===== src/rtl/sdc_pkg.sv =====
package sdc_pkg;

  typedef enum logic [1:0] {
    CFG_O2_1B = 2'd0,
    CFG_O4_1B = 2'd1,
    CFG_O4_MB = 2'd2
  } cfg_e;

  localparam int NUM_STD = 6;

  function automatic logic [2:0] clip_std(input logic [2:0] s);
    return (s > 3'(NUM_STD - 1)) ? 3'(NUM_STD - 1) : s;
  endfunction

  function automatic cfg_e std_to_cfg(input logic [2:0] s);
    case (s)
      3'd0:        return CFG_O2_1B;
      3'd1, 3'd2,
      3'd3:        return CFG_O4_1B;
      default:     return CFG_O4_MB;
    endcase
  endfunction

  function automatic logic [7:0] std_to_osr(input logic [2:0] s);
    case (s)
      3'd0:    return 8'd128;
      3'd1:    return 8'd32;
      3'd2:    return 8'd20;
      3'd3:    return 8'd16;
      3'd4:    return 8'd12;
      default: return 8'd8;
    endcase
  endfunction

endpackage


===== src/rtl/sdc_term_map.sv =====
module sdc_term_map
  import sdc_pkg::*;
#(
  parameter int S3W       = 6,
  parameter bit S3_OFFSET = 1'b0,
  parameter int WSEL_W    = $clog2(S3W + 1)
) (
  input  logic                  s1_bit,
  input  logic                  s2_bit,
  input  logic [S3W-1:0]        s3_code,
  input  logic [WSEL_W-1:0]     s3_width,
  input  cfg_e                  cfg,
  output logic signed [1:0]     y1,
  output logic signed [1:0]     y2,
  output logic signed [S3W-1:0] y3
);

  logic [S3W-1:0] keep_mask;
  logic [S3W-1:0] masked;
  int unsigned    act_w;

  always_comb begin
    act_w = (s3_width == '0 || int'(s3_width) > S3W) ? S3W : int'(s3_width);
    keep_mask = '1;
    keep_mask = keep_mask << (S3W - act_w);
    masked = s3_code & keep_mask;
  end

  assign y1 = s1_bit ? 2'sd1 : -2'sd1;
  assign y2 = s2_bit ? 2'sd1 : -2'sd1;

  always_comb begin
    case (cfg)
      CFG_O2_1B: y3 = '0;
      CFG_O4_1B: y3 = s3_code[S3W-1] ? S3W'(1) : -S3W'(1);
      default: begin
        if (S3_OFFSET) y3 = {~masked[S3W-1], masked[S3W-2:0]};
        else           y3 = masked;
      end
    endcase
  end

endmodule


===== src/rtl/sdc_diff_chain.sv =====
module sdc_diff_chain #(
  parameter int IN_W  = 6,
  parameter int ORDER = 4,
  parameter int OW    = IN_W + ORDER
) (
  input  logic                 clk,
  input  logic                 rst,
  input  logic                 clr,
  input  logic                 adv,
  input  logic signed [IN_W-1:0] x,
  output logic signed [OW-1:0] y
);

  logic signed [OW-1:0] stg [ORDER+1];

  assign stg[0] = OW'(x);

  for (genvar k = 0; k < ORDER; k++) begin : g_stage
    logic signed [OW-1:0] prev_q;
    always_ff @(posedge clk) begin
      if (rst || clr)   prev_q <= '0;
      else if (adv)     prev_q <= stg[k];
    end
    assign stg[k+1] = stg[k] - prev_q;
  end

  assign y = stg[ORDER];

endmodule


===== src/rtl/sdc_delay_line.sv =====
module sdc_delay_line #(
  parameter int W     = 2,
  parameter int DEPTH = 2
) (
  input  logic                clk,
  input  logic                rst,
  input  logic                clr,
  input  logic                adv,
  input  logic signed [W-1:0] x,
  output logic signed [W-1:0] y
);

  logic signed [W-1:0] tap [DEPTH+1];

  assign tap[0] = x;

  for (genvar k = 0; k < DEPTH; k++) begin : g_tap
    logic signed [W-1:0] t_q;
    always_ff @(posedge clk) begin
      if (rst || clr) t_q <= '0;
      else if (adv)   t_q <= tap[k];
    end
    assign tap[k+1] = t_q;
  end

  assign y = tap[DEPTH];

endmodule


===== src/rtl/sd_cancel_combiner.sv =====
module sd_cancel_combiner
  import sdc_pkg::*;
#(
  parameter int S3W       = 6,
  parameter int OUT_W     = S3W + 6,
  parameter bit S3_OFFSET = 1'b0,
  parameter int WARMUP    = 4
) (
  input  logic                       clk,
  input  logic                       rst,
  input  logic                       in_valid,
  input  logic                       s1_bit,
  input  logic                       s2_bit,
  input  logic [S3W-1:0]             s3_code,
  input  logic [$clog2(S3W+1)-1:0]   s3_width,
  input  logic [2:0]                 std_sel,
  output logic                       out_valid,
  output logic signed [OUT_W-1:0]    out_data,
  output logic [7:0]                 osr_ratio
);

  localparam int WSEL_W = $clog2(S3W + 1);
  localparam int D2_W   = 2 + 2;
  localparam int D4_W   = S3W + 4;
  localparam int FILL_W = $clog2(WARMUP + 1);
  localparam int BOUND  = 5 + (16 << (S3W - 1));

  logic [2:0] std_eff, std_q;
  cfg_e       cfg;
  logic       change, adv;

  assign std_eff = clip_std(std_sel);
  assign cfg     = std_to_cfg(std_eff);
  assign change  = (std_eff != std_q);
  assign adv     = in_valid && !change;

  always_ff @(posedge clk) begin
    std_q     <= std_eff;
    osr_ratio <= std_to_osr(std_eff);
  end

  logic signed [1:0]     y1, y2;
  logic signed [S3W-1:0] y3;

  sdc_term_map #(.S3W(S3W), .S3_OFFSET(S3_OFFSET), .WSEL_W(WSEL_W)) u_map (
    .s1_bit(s1_bit), .s2_bit(s2_bit), .s3_code(s3_code),
    .s3_width(s3_width), .cfg(cfg), .y1(y1), .y2(y2), .y3(y3)
  );

  logic signed [1:0]      d1;
  logic signed [D2_W-1:0] dd2;
  logic signed [D4_W-1:0] dd4;

  sdc_delay_line #(.W(2), .DEPTH(2)) u_dly1 (
    .clk(clk), .rst(rst), .clr(change), .adv(adv), .x(y1), .y(d1)
  );

  sdc_diff_chain #(.IN_W(2), .ORDER(2), .OW(D2_W)) u_dif2 (
    .clk(clk), .rst(rst), .clr(change), .adv(adv), .x(y2), .y(dd2)
  );

  sdc_diff_chain #(.IN_W(S3W), .ORDER(4), .OW(D4_W)) u_dif4 (
    .clk(clk), .rst(rst), .clr(change), .adv(adv), .x(y3), .y(dd4)
  );

  logic signed [OUT_W-1:0] sum;
  assign sum = OUT_W'(d1) - OUT_W'(dd2) + OUT_W'(dd4);

  logic [FILL_W-1:0] fill;
  logic              ready;
  assign ready = (fill == FILL_W'(WARMUP));

  always_ff @(posedge clk) begin
    if (rst || change) begin
      fill <= '0;
    end else if (adv && !ready) begin
      fill <= fill + 1'b1;
    end
  end

  always_ff @(posedge clk) begin
    if (rst) begin
      out_valid <= 1'b0;
      out_data  <= '0;
    end else begin
      out_valid <= adv && ready;
      if (adv && ready) out_data <= sum;
    end
  end


  lat_chk: assert property (@(posedge clk) disable iff (rst)
    out_valid |-> $past(in_valid));


  warm_chk: assert property (@(posedge clk) disable iff (rst)
    change |=> !out_valid);


  no_overflow_chk: assert property (@(posedge clk) disable iff (rst)
    out_valid |-> (out_data <= OUT_W'(BOUND) && out_data >= -OUT_W'(BOUND)));


  order2_bound_chk: assert property (@(posedge clk) disable iff (rst)
    (out_valid && $past(cfg == CFG_O2_1B)) |-> (out_data <= 5 && out_data >= -5));


  osr_set_chk: assert property (@(posedge clk) disable iff (rst)
    osr_ratio == 8'd128 || osr_ratio == 8'd32 || osr_ratio == 8'd20 ||
    osr_ratio == 8'd16  || osr_ratio == 8'd12 || osr_ratio == 8'd8);

endmodule


===== config.mk =====
export PLATFORM = sky130hd
export DESIGN_NAME = sd_cancel_combiner
export DESIGN_NICKNAME = d
export VERILOG_FILES = /design/src/rtl/sdc_pkg.sv /design/src/rtl/sdc_term_map.sv /design/src/rtl/sdc_diff_chain.sv /design/src/rtl/sdc_delay_line.sv /design/src/rtl/sd_cancel_combiner.sv
export SDC_FILE = /design/constraint.sdc
export NUM_CORES = 1
export LEC_CHECK = 0
export ABC_CLOCK_PERIOD_IN_PS = 17300
export CAP_MARGIN = 30
export CELL_PAD_IN_SITES_DETAIL_PLACEMENT = 0
export CELL_PAD_IN_SITES_GLOBAL_PLACEMENT = 2
export CORE_MARGIN = 3
export CORE_UTILIZATION = 39
export CTS_CLUSTER_DIAMETER = 40
export DETAILED_ROUTE_END_ITERATION = 10
export GPL_TIMING_DRIVEN = 0
export HOLD_SLACK_MARGIN = 0.12
export PLACE_DENSITY = 0.95
export SKIP_CTS_REPAIR_TIMING = 1
export SLEW_MARGIN = 15
export SYNTH_ARGS = -nofsm -noshare
export SYNTH_HDL_FRONTEND = slang
export SYNTH_SLANG_ARGS = --single-unit

===== constraint.sdc =====
create_clock -name clk -period 17.3 [get_ports clk]
set_input_delay 2.595 -clock clk [delete_from_list [all_inputs] [get_ports clk]]
set_output_delay 2.595 -clock clk [all_outputs]
set_load 0.01 [all_outputs]

# ---- Word level (Yosys, flattened, before mapping)
# Index checks and enable logic that the tools add are counted.
dict set report totals {
  reg_bits 72
  inputBits 17
  output_inout_bits 21
  elab_cells 53
}
dict set report classes {
  addsub 10
  order_cmp 2
  eq_ne 7
  shifts 1
  n_mux 8
  bitwise 1
  n_reduce_logical 11
}
# op count
set op_table {}
lappend op_table {{$pmux 8 s5} 1}
lappend op_table {{$shl 6x32->6 const A} 1}
lappend op_table {{$sub 3x32->32 const A} 1}
lappend op_table {{$sub 10x10->10} 3}
lappend op_table {{$pmux 6 s2} 1}
lappend op_table {{$add 5x10->11} 1}
lappend op_table {{$sub 6x6->7} 1}
lappend op_table {{$and 6x6->6} 1}
lappend op_table {{$eq 3x2->1 const B} 2}
lappend op_table {{$eq 3x3->1 const B} 2}
lappend op_table {{$gt 3x3->1 const B} 2}
lappend op_table {{$logic_not 3->1} 2}
lappend op_table {{$mux 3} 2}
lappend op_table {{$mux 6} 1}
lappend op_table {{$sub 2x4->5} 1}
lappend op_table {{$mux 2} 2}
lappend op_table {{$pmux 2 s2} 1}
lappend op_table {{$sub 3x3->4} 1}
lappend op_table {{$add 3x1->3 const B} 1}
lappend op_table {{$eq 3x1->1 const B} 1}
lappend op_table {{$logic_and 1x1->1} 3}
lappend op_table {{$ne 3x3->1} 1}
lappend op_table {{$reduce_or 3->1} 1}
lappend op_table {{$sub 2x2->3} 1}
lappend op_table {{4 further kinds} 6}

# ---- Depth between registers and ports, before layout
# Gate-level depths: netlist (run 1).
dict set report depth {
  ltp_word 12
  ltp_mapped 41
}

# ---- Cells and area by module
# From an unflattened synthesis (run 1), not the netlist that was laid out.
dict set report unflattened {
  hier_cells 621
  area_unflattened_um2 5217.5
}
# mod instances cells_per_inst area_each_um2 seq_area_each_um2
set modules_own_cells {}
lappend modules_own_cells {{sdc_diff_chain at u_dif4} 1 343 2735.1 620.6}
lappend modules_own_cells {sd_cancel_combiner 1 201 1737.9 460.4}
lappend modules_own_cells {{sdc_diff_chain at u_dif2} 1 38 374.1 100.1}
lappend modules_own_cells {sdc_term_map 1 26 225.2 0.0}
lappend modules_own_cells {sdc_delay_line 1 13 145.1 80.1}

# ---- Worst setup path after synthesis (run 1)
# OpenSTA, ideal clock, no wires.
dict set report synth_path {
  path_kind {input port to flip-flop}
  from {input s3_width[1]}
  to {register out_data[10]}
  setup_time_ns 0.114
  t_arrival_ns 9.924
  required_time_ns 17.186
  setup_slack_ns 7.262
  stages 40
  n_path_buf 0
  cell_sequence {nand2_1 nand2_1 inv_1 ha_1 ha_1 inv_1 a31oi_1 nand3_1 a21oi_1 inv_1 fa_1 xnor2_1 ha_1 nor2b_1 o21ai_0 a21boi_0 o21ai_0 nor2b_1 (+4 left out) a221oi_1 xnor2_1 ha_1 a21o_1 a21o_1 a21o_1 a21oi_1 a211oi_1 xnor2_1 fa_1 inv_1 fa_1 inv_1 ha_1 a21oi_1 o21ai_0 xnor2_1 a21o_1}
}
# item line_no
set synth_rtl {}
lappend synth_rtl {{start: declaration} sd_cancel_combiner.sv:15} ;# input logic [$clog2(S3W+1)-1:0] s3_width,
lappend synth_rtl {{end signal: assignment} sd_cancel_combiner.sv:87} ;# if (adv && ready) out_data <= sum;
lappend synth_rtl {{end: declaration} sd_cancel_combiner.sv:18} ;# output logic signed [OUT_W-1:0] out_data,

==> results of run 1 <==
==> power groups by stage <==
stage / sequential (mW) / combinational, mW / clock, mW
6_report: 0.153 / 0.810 / 0.196
5_1_grt: 0.154 / 0.941 / 0.207
4_1_cts: 0.153 / 0.822 / 0.202
3_5_place_dp: 0.157 / 0.815 / 0
3_3_place_gp: 0.156 / 0.800 / 0
2_1_floorplan: 0.156 / 0.667 / 0
==> flip-flops by register name (all words and copies together) (netlist names) <==
signal / flops
u_dif4.g_stage.prev_q: 33
out_valid: 1
fill: 3
u_dif2.g_stage.prev_q: 5
u_dly1.y: 2
osr_ratio: 5
u_dly1.g_tap.t_q: 1
std_q: 3
out_data: 11
==> per-layer routing <==
metal / wire length (um) / track usage (%) / vias to the layer above
li1: - / - / 1950
met1: 4670 / 20.1 / 1775
met2: 5070 / 28.5 / 43
met3: 320 / 4.25 / 8
met4: 75 / 2.75 / 0
met5: 0 / 0 / -
==> worst paths after layout <==
path,startpoint,endpoint,slack [ps],cells after the start
setup / recovery,s3_width[0],out_data[10],6080,40
hold / removal,out_data[4],out_data[4],450,2
setup reg to reg,u_dif4.g_stage[0].prev_q[0],out_data[10],9940,31
hold reg to reg,out_data[4],out_data[4],450,2
==> metrics by stage <==
| stage | hold slack, ps | cell area, um2 | util [%] | total power [mW] | setup WS, ps |
|---|---|---|---|---|---|
| 6_report | 451 | 5590 | 47.7 | 1.16 | 6080 |
| 5_1_grt | 479 | 5590 | 47.7 | 1.30 | 5260 |
| 4_1_cts | 453 | 5590 | 47.7 | 1.18 | 6060 |
| 3_5_place_dp | 445 | 5270 | 45.0 | 0.971 | 5720 |
| 3_3_place_gp | 440 | 5270 | 45.0 | 0.957 | 5880 |
| 2_1_floorplan | 435 | 4780 | - | 0.823 | 7260 |
==> layout make-up <==
cell class	instances	share of cell area, %
repair buffers	31	5.55
plain buffers	23	2.19
multi-input cells	394	55.5
inverters	73	4.90
clock buffers	9	4.03
flip-flops and latches	64	22.9
clock inverters	7	1.70
well taps	143	3.20
==> cells by family after synthesis <==
| logic type | Yosys count | synth area share (%) |
|---|---|---|
| AND/OR/NAND/NOR | 150 | 15.9 |
| other | 1 | 0.0786 |
| multiplexers | 21 | 4.43 |
| flip-flops | 64 | 26.8 |
| buffers and inverters | 96 | 8.31 |
| adder cells (fa/ha/maj) | 70 | 22.1 |
| AO/OA/AOI/OAI | 118 | 16.5 |
| XOR/XNOR | 32 | 5.87 |
==> critical path, delay by kind of cell <==
family | cells | cell delay, ps
xor gates and xnor gates | 5 | 900
and+or+nand+nor | 6 | 790
AOI/OAI and AO/OA | 15 | 3010
buffers and inverters | 5 | 810
adders and majority gates | 9 | 3350
==> cells in the final DEF, fill, tap and decap left out, types with 9 or more instances in the layout <==
master           count
mux2i_1             20
clkbuf_1            14
xnor2_1             23
clkdlybuf4s50_1     31
inv_1               73
clkbuf_16            9
o21ai_0             17
nand2_1             27
nor2_1              60
fa_1                24
nor2b_1             14
a211oi_1            19
ha_1                46
dfxtp_1             64
a21oi_1             37
xor2_1               9
==> run summary, run 1 <==
status -> finished clean
CP required -> 17,530 ps
count of input and output buffers -> 31
ant diodes -> 0
worst-skew pair later-pin latency -> 340 ps
Final period util -> 64.8%
Longest Clk Path Bufs -> 2
Detail Placement HPWL -> 8110 um
die width -> 117 um
RSZ-0062 raised after global routing -> no
Die Y -> 117 um
# setup viols final -> 0
Crit path arrival time -> 11,440 ps
largest cells by area after synthesis -> dfxtp_1 27%, ha_1 12%, fa_1 10%, inv_1 5.7%, nor2_1 4.7%
Switching Fraction -> 44.7%
Worst-path clk slew -> 50 ps
Flop pwr share -> 13.2%
Post-Layout Cell Count -> 744
Tmin final -> 11,220 ps
Yosys cell types -> 52
Placer Congestion -> 0.842
worst slew pin tran -> 817 ps
top cell type's share of synthesized area -> 26.8%
I/O Pins -> 38
placed insts -> 728
syn avg cell area -> 8.65 um2
Pwr Density -> 208 nW/um2
drt drc -> 0
clk sinks -> 64
post-synthesis register bit count -> 64
Worst path most repeated cell -> ha_1
routed len/inst -> 13.6 um
routed via count -> 3,776
Multi-input gate area -> 3100 um2
row cnt -> 39
First DRT Iteration DRCs -> 103
critical path peak fanout -> 5
H-tree depth -> 3
antenna violations before repair -> 0
synthesized netlist cell count -> 552
Initial DRT Pass Iterations -> 4
NetSw -> 0.518 mW
antenna-violating nets left -> 0
CP Capture Type -> flip-flop
final wirelength -> 10,100 um
die area -> 13,600 um2
filler cell count -> 1,172
Async S/R FF share, synth -> 0%
Final Hold Viols -> 0
initial core utilization -> 40.8%
Slew HR -> 45.5%
drt via density -> 5.08
Post-synth EDFFs -> 0
clk_skew -> 7.88 ps
Max stage delay on crit path -> 570 ps
register area share after synthesis -> 26.8%
crit path kind -> in2reg
Fmax -> 0.0891 GHz
most common cell in the synthesized netlist -> inv_1
max-slew violations -> 0
Core ar. -> 11,700 um2
root buffer cell -> clkbuf_16
largest net degree at the start of global routing -> 13
synthesized area -> 4770 um2
CTS Buf Count -> 9
list of most frequent post-synthesis cells -> 73 x inv_1, 64 x dfxtp_1, 60 x nor2_1, 46 x ha_1, 37 x a21oi_1
global-route wire length before repair -> 17,600 um
Gate power share -> 69.9%
Startpoint Class -> input port
Layout Area Growth over Synthesis -> 17.1%
max-cap viol count -> 0
CTS tree -> built
vias in the first global route -> 3,842
Int Pwr -> 0.642 mW
grt ovf -> 0
HP Class -> reg2reg
Post-Route Setup TNS -> 0 ps
share of layout cells above drive strength 1 -> 6.16%
final net count -> 683
Sequential Area -> 1280 um2
dominant cell type by area after synthesis -> dfxtp_1
Top FF cell, synth -> dfxtp_1
crit path max-delay cell type -> fa_1
All-Layer GR Usage -> 16.1%
Max IR drop VDD -> 0.000144 V
Static Leak -> 2.27 nW
Synth warnings -> 0
Clk pwr share -> 16.9%
(Power assumes the default switching activity.)
==> run 2: changes to the inputs <==
--- a/config.mk
+++ b/config.mk
@@ -5,17 +5,17 @@
 export SDC_FILE = /design/constraint.sdc
 export NUM_CORES = 1
 export LEC_CHECK = 0
-export ABC_CLOCK_PERIOD_IN_PS = 17300
+export ABC_CLOCK_PERIOD_IN_PS = 11100
 export CAP_MARGIN = 30
 export CELL_PAD_IN_SITES_DETAIL_PLACEMENT = 0
 export CELL_PAD_IN_SITES_GLOBAL_PLACEMENT = 2
 export CORE_MARGIN = 3
-export CORE_UTILIZATION = 39
+export CORE_UTILIZATION = 37
 export CTS_CLUSTER_DIAMETER = 40
 export DETAILED_ROUTE_END_ITERATION = 10
 export GPL_TIMING_DRIVEN = 0
 export HOLD_SLACK_MARGIN = 0.12
-export PLACE_DENSITY = 0.95
+export PLACE_DENSITY = 0.93
 export SKIP_CTS_REPAIR_TIMING = 1
 export SLEW_MARGIN = 15
 export SYNTH_ARGS = -nofsm -noshare
==> constraint.sdc (replaced) <==
create_clock -name clk -period 11.1 [get_ports clk]
set_input_delay 1.665 -clock clk [delete_from_list [all_inputs] [get_ports clk]]
set_output_delay 1.665 -clock clk [all_outputs]
set_load 0.01 [all_outputs]
==> run 2 against run 1 <==
Compared with the run above: first-iteration DRC count up 31%; largest power group unchanged; clock power grew 44%; critical path depth grew 1; largest cell class unchanged; utilization fell by 2.3 points; routed wire length is 1.0% lower; final area grew 0.13%; count of clock-buffer cells in the layout stayed put; register-to-register slack got worse by 6100 ps.
==> run summary, run 2 (synthesis results as in run 1) <==
status -> finished clean (unchanged)
Static Leak -> 2.26 nW (was 2.27 nW)
initial core utilization -> 38.8% (was 40.8%)
crit-path leading delay family -> adder cells (unchanged)
Final Hold Viols -> 0 (unchanged)
# setup viols final -> 0 (unchanged)
worst-skew pair later-pin latency -> 340 ps (about the same)
die area -> 14,300 um2 (was 13,600 um2)
CP required -> 11,330 ps (was 17,530 ps)
share of layout cells above drive strength 1 -> 6.16% (unchanged)
max-slew violations -> 0 (unchanged)
CP Capture Type -> flip-flop (unchanged)
Flop pwr share -> 13.5% (was 13.2%)
drt via density -> 4.89 (was 5.08)
critical path peak fanout -> 5 (unchanged)
RSZ-0062 raised after global routing -> no (unchanged)
highest-count cells in the layout ignoring fill and taps -> 73 x inv_1, 64 x dfxtp_1, 60 x nor2_1, 46 x ha_1, 37 x a21oi_1 (unchanged)
Placer Congestion -> 0.773 (was 0.842)
Slew HR -> 46.7% (was 45.5%)
grt ovf -> 0 (unchanged)
row cnt -> 40 (was 39)
Int Pwr -> 0.976 mW (was 0.642 mW)
max FFs per register -> 33 (unchanged)
Post-Place Worst Slack -> 442 ps (was 5720 ps)
Final Cell Area -> 5600 um2 (was 5590 um2)
Post-Route Setup TNS -> 0 ps (unchanged)
clk sinks -> 64 (unchanged)
antenna-violating nets left -> 0 (unchanged)
Worst path most repeated cell -> ha_1 (unchanged)
crit path buf inv count -> 6 (was 5)
Max stage delay on crit path -> 560 ps (was 570 ps)
most common cell after layout, fill and taps aside -> inv_1 (unchanged)
antenna violations before repair -> 0 (unchanged)
Detail Placement HPWL -> 8000 um (was 8110 um)
final wirelength -> 10,000 um (was 10,100 um)
First DRT Iteration DRCs -> 135 (was 103)
Clk pwr share -> 15.9% (was 16.9%)
clk_skew -> 4.49 ps (was 7.88 ps)
NetSw -> 0.800 mW (was 0.518 mW)
drt drc -> 0 (unchanged)
Startpoint Class -> input port (unchanged)
HP Class -> reg2reg (unchanged)
filler cell count -> 1,252 (was 1,172)
Max IR drop VDD -> 0.000191 V (was 0.000144 V)
Layout Area Growth over Synthesis -> 17.3% (was 17.1%)
crit path max-delay cell type -> fa_1 (unchanged)
max-cap viol count -> 0 (unchanged)
root buffer cell -> clkbuf_16 (unchanged)
largest registers -> u_dif4.g_stage.prev_q (33), out_data (11) (unchanged)
crit path kind -> in2reg (unchanged)
Final period util -> 91.5%
Pwr Density -> 317 nW/um2 (was 208 nW/um2)
final net count -> 683 (unchanged)
die width -> 120 um (was 117 um)
All-Layer GR Usage -> 14.8% (was 16.1%)
Fmax -> 0.0985 GHz
Gate power share -> 70.7% (was 69.9%)
ant diodes -> 0 (unchanged)
Core ar. -> 12,300 um2 (was 11,700 um2)
Worst-path clk slew -> 50 ps (about the same)
Top reg by flops -> u_dif4.g_stage.prev_q (unchanged)
placed cell area -> 5300 um2 (was 5270 um2)
global-route wire length before repair -> 17,200 um (was 17,600 um)
setup ws final -> 946 ps (was 6080 ps)
routed len/inst -> 13.0 um (was 13.6 um)
Initial DRT Pass Iterations -> 6 (was 4)
count of input and output buffers -> 31 (unchanged)
vias in the first global route -> 3,647 (was 3,842)
CTS tree -> built (unchanged)
Longest Clk Path Bufs -> 2 (unchanged)
H-tree depth -> 3 (unchanged)
I/O Pins -> 38 (unchanged)
Die Y -> 120 um (was 117 um)
Crit path arrival time -> 10,390 ps (was 11,440 ps)
Switching Fraction -> 45.0% (was 44.7%)
worst slew pin tran -> 800 ps (was 817 ps)
CTS Buf Count -> 9 (unchanged)
Tot Pwr -> 1.78 mW (was 1.16 mW)
routed via count -> 3,764 (was 3,776)
Tmin final -> 10,150 ps
largest net degree at the start of global routing -> 13 (unchanged)
-- run 2: power by group through the flow --
stage	clock (mW)	combinational (mW)	sequential (mW)
floorplan	0	1.04	0.244
global placement	0	1.25	0.244
detailed placement	0	1.27	0.244
CTS	0.290	1.27	0.239
global route	0.300	1.46	0.240
finish	0.282	1.26	0.239
-- run 2: per-stage QoR --
| step | std cells | util (%) | hold WS, ps |
|---|---|---|---|
| floorplan | 554 | - | 435 |
| global placement | 753 | 43.1 | 440 |
| detailed placement | 753 | 43.1 | 446 |
| CTS | 769 | 45.5 | 454 |
| global route | 769 | 45.5 | 471 |
| finish | 769 | 45.5 | 449 |
-- run 2: path summary, 6_finish.rpt --
| kind | slack, ps | depth (start not counted) | startpoint | to |
|---|---|---|---|---|
| setup / recovery | 950 | 41 | s3_width[1] | out_data[10] |
| hold / removal | 450 | 2 | out_data[7] | out_data[7] |
| setup reg to reg | 3880 | 31 | u_dif4.g_stage[0].prev_q[0] | out_data[10] |
| hold reg to reg | 450 | 2 | out_data[7] | out_data[7] |
-- run 2: routing by layer --
layer / share of wire [%] / GRT usage (%) / vias up
li1: - / - / 1939
met1: 47 / 18.3 / 1763
met2: 48 / 25.4 / 47
met3: 3.7 / 4.15 / 15
met4: 1.2 / 4.01 / 0
met5: 0 / 0 / -
-- run 2: tightest hold or removal path, delay by kind of cell, from the launching register on --
| family | cells | cell delay [ps] |
|---|---|---|
| compound gates | 1 | 50 |
| flops | 1 | 300 |
| simple gates | 1 | 50 |
-- run 2: area by class of cell --
cell class / count / area (um2) / area share (%)
Clock buffer: 9 / 225 / 4.02
Clock inverter: 7 / 71.3 / 1.27
Sequential cell: 64 / 1280 / 22.9
Tap cell: 168 / 210 / 3.76
Inverter: 73 / 274 / 4.89
Timing Repair Buffer: 31 / 310 / 5.54
Buffer: 23 / 123 / 2.19
Multi-Input combinational cell: 394 / 3100 / 55.4
==> run 3: changes to the inputs <==
--- a/config.mk
+++ b/config.mk
@@ -17,7 +17,9 @@
 export HOLD_SLACK_MARGIN = 0.12
 export PLACE_DENSITY = 0.93
 export SKIP_CTS_REPAIR_TIMING = 1
+export SKIP_LAST_GASP = 1
 export SLEW_MARGIN = 15
 export SYNTH_ARGS = -nofsm -noshare
 export SYNTH_HDL_FRONTEND = slang
+export SYNTH_HIERARCHICAL = 1
 export SYNTH_SLANG_ARGS = --single-unit
==> run 3 against run 2 <==
Compared with the run above: critical path depth decreased by 6; via count increased by 12%; setup slack improved by 950 ps; sequential cell count decreased by 1; first-iteration DRC count decreased by 7.4%; utilization decreased by 0.22 points; largest power group unchanged; sequential share of layout area decreased by 2.2 points; power decreased by 7.8%; non-clock buffer count increased by 20; clock skew increased by 2.2 ps; final area increased by 9.2%.
==> run summary, run 3 <==
largest net degree at the start of global routing -> 18 (was 13)
initial core utilization -> 38.6% (was 38.8%)
Top reg by flops -> u_dif4/g_stage.prev_q (was u_dif4.g_stage.prev_q)
Initial DRT Pass Iterations -> 5 (was 6)
antenna-violating nets left -> 0 (unchanged)
Fmax -> 0.109 GHz (was 0.0985 GHz)
dominant cell type by area after synthesis -> dfxtp_1 (unchanged)
final hold slack -> 454 ps (was 449 ps)
Hold EP -> out_data[6] (was out_data[7])
Layout Area Growth over Synthesis -> 17.1% (was 17.3%)
CP Capture Type -> flip-flop (unchanged)
clk sinks -> 63 (was 64)
max FFs per register -> 31 (was 33)
drt drc -> 0 (unchanged)
list of most frequent post-synthesis cells -> 86 x inv_1, 63 x dfxtp_1, 53 x nor2_1, 48 x ha_1, 33 x nand2_1 (was 73 x inv_1, 64 x dfxtp_1, 60 x nor2_1, 46 x ha_1, 37 x a21oi_1)
syn avg cell area -> 8.40 um2 (was 8.65 um2)
count of input and output buffers -> 33 (was 31)
drt via density -> 4.96 (was 4.89)
Post-synth EDFFs -> 0 (unchanged)
Slew HR -> 47.6% (was 46.7%)
Detail Placement HPWL -> 8630 um (was 8000 um)
R2R depth -> 29 (was 31)
HP Start -> out_data[6] (was out_data[7])
CTS Buf Count -> 9 (unchanged)
die width -> 125 um (was 120 um)
worst slew pin tran -> 783 ps (was 800 ps)
root buffer cell -> clkbuf_16 (unchanged)
Tmin final -> 9210 ps (was 10,150 ps)
reg2reg start -> u_dif4/g_stage[0].prev_q[0] (was u_dif4.g_stage[0].prev_q[0])
Placer Congestion -> 0.801 (was 0.773)
highest-count cells in the layout ignoring fill and taps -> 86 x inv_1, 63 x dfxtp_1, 53 x nor2_1, 48 x ha_1 (was 73 x inv_1, 64 x dfxtp_1, 60 x nor2_1, 46 x ha_1, 37 x a21oi_1)
antenna violations before repair -> 0 (unchanged)
largest registers -> u_dif4/g_stage.prev_q (31), out_data (11) (was u_dif4.g_stage.prev_q (33), out_data (11))
Worst path most repeated cell -> ha_1 (unchanged)
Pwr Density -> 268 nW/um2 (was 317 nW/um2)
vias in the first global route -> 4,072 (was 3,647)
CTS tree -> built (unchanged)
max-slew violations -> 0 (unchanged)
routed len/inst -> 13.2 um (was 13.0 um)
Synth warnings -> 6 (was 0)
RSZ-0062 raised after global routing -> no (unchanged)
# setup viols final -> 0 (unchanged)
Startpoint Class -> input port (unchanged)
grt ovf -> 0 (unchanged)
HP Class -> reg2reg (unchanged)
routed via count -> 4,208 (was 3,764)
reg2reg end -> out_data[10] (unchanged)
Min-Delay Path Depth -> 2 (unchanged)
Max IR drop VDD -> 0.000200 V (was 0.000191 V)
First DRT Iteration DRCs -> 125 (was 135)
largest cells by area after synthesis -> dfxtp_1 24%, ha_1 12%, inv_1 6.2%, fa_1 6.1%, mux2i_1 4.4% (was dfxtp_1 27%, ha_1 12%, fa_1 10%, inv_1 5.7%, nor2_1 4.7%)
placed insts -> 833 (was 753)
global-route wire length before repair -> 19,200 um (was 17,200 um)
placed cell area -> 5780 um2 (was 5300 um2)
Async S/R FF share, synth -> 0% (unchanged)
die area -> 15,600 um2 (was 14,300 um2)
Max stage delay on crit path -> 590 ps (was 560 ps)
Yosys cell types -> 73 (was 52)
Post-Route Setup TNS -> 0 ps (unchanged)
crit path buf inv count -> 6 (unchanged)
ant diodes -> 0 (unchanged)
register area share after synthesis -> 24.2% (was 26.8%)
All-Layer GR Usage -> 14.8% (about the same)
Final Cell Area -> 6110 um2 (was 5600 um2)
status -> finished clean (unchanged)
top cell type's share of synthesized area -> 24.2% (was 26.8%)
crit path max-delay cell type -> clkdlybuf4s50_1 (was fa_1)
synthesized area -> 5220 um2 (was 4770 um2)
Final Hold Viols -> 0 (unchanged)
share of layout cells above drive strength 1 -> 9.66% (was 6.16%)
I/O Pins -> 38 (unchanged)
critical path peak fanout -> 6 (was 5)
post-synthesis register bit count -> 63 (was 64)
Post-Layout Cell Count -> 849 (was 769)
final wirelength -> 11,200 um (was 10,000 um)
worst-skew pair later-pin latency -> 340 ps (about the same)
Core ar. -> 13,500 um2 (was 12,300 um2)
Die Y -> 125 um (was 120 um)
WP depth -> 35 (was 41)
Final period util -> 83.0% (was 91.5%)
Worst-path clk slew -> 60 ps (was 50 ps)
synthesized netlist cell count -> 621 (was 552)
row cnt -> 42 (was 40)
most common cell in the synthesized netlist -> inv_1 (unchanged)
crit path kind -> in2reg (unchanged)
crit-path leading delay family -> adder cells (unchanged)
CP required -> 11,340 ps (was 11,330 ps)
FF-to-FF setup slack -> 4550 ps (was 3880 ps)
most common cell after layout, fill and taps aside -> inv_1 (unchanged)
H-tree depth -> 3 (unchanged)
Static Leak -> 2.43 nW (was 2.26 nW)
Crit path arrival time -> 9440 ps (was 10,390 ps)
Top FF cell, synth -> dfxtp_1 (unchanged)
final net count -> 749 (was 683)
max-cap viol count -> 0 (unchanged)
Longest Clk Path Bufs -> 2 (unchanged)
clk_skew -> 6.66 ps (was 4.49 ps)
[run 3: final cells by class]
cell class | instances | area, um2
fill | 1333 | 7390
sequential | 63 | 1260
buffer | 41 | 254
multi-input combinational | 434 | 3390
timing repair buffer | 33 | 330
inverter | 86 | 323
clock inverter | 6 | 92.6
clock buffer | 10 | 239
tap | 176 | 220
[run 3: worst max path at each step]
stage | endpoint | start | slack, ps
floorplan | out_data[10] | s3_width[0] | 2920
global placement | out_data[10] | s3_width[0] | 1660
detailed placement | out_data[10] | s3_width[0] | 1550
CTS | out_data[10] | s3_width[0] | 1870
global route | out_data[10] | s3_width[0] | 1220
finish | out_data[10] | s3_width[0] | 1890
[run 3: worst register-to-register path: cells and delay by family (launching register included)]
family | cells | cell delay [ps]
and+or+nand+nor | 6 | 900
xor gates and xnor gates | 3 | 490
AOI/OAI and AO/OA | 9 | 1940
adders and majority gates | 7 | 2510
buffers and inverters | 4 | 290
DFF | 1 | 340
[run 3: logic make-up (layout without fill, tap and decap cells)]
group	count (synthesis)	count (layout)	share of synthesized area, %
compound gates	142	142	20.4
flops	63	63	24.2
xor+xnor	28	28	5.06
fa+ha+maj	64	64	17.7
simple gates	172	172	17.1
mux	23	23	4.41
buf+inv	127	176	11.1
other cells	2	5	0.144
[run 3: per-layer routing]
metal	global-route usage (%)	up-vias	wire, um	part of all wire (%)
met5	0	-	0	0
met4	3.61	0	127	1.1
met2	24.3	58	5230	47
met3	3.77	9	403	3.6
li1	-	2194	-	-
met1	19.4	1947	5430	49
[run 3: where the power goes]
group	total (mW)	internal (mW)	switching [mW]	leakage, nW
sequential	0.230	0.229	0.00133	0.510
combinational	1.09	0.502	0.591	1.76
clock	0.316	0.204	0.112	0.155
[run 3: metrics by stage]
step,setup slack (ps),util [%],power (mW)
4_1_cts,1870,45.2,1.66
5_1_grt,1220,45.2,1.81
3_3_place_gp,1660,42.8,1.32
2_1_floorplan,2920,-,1.13
3_5_place_dp,1550,42.8,1.33
6_report,1890,45.2,1.64
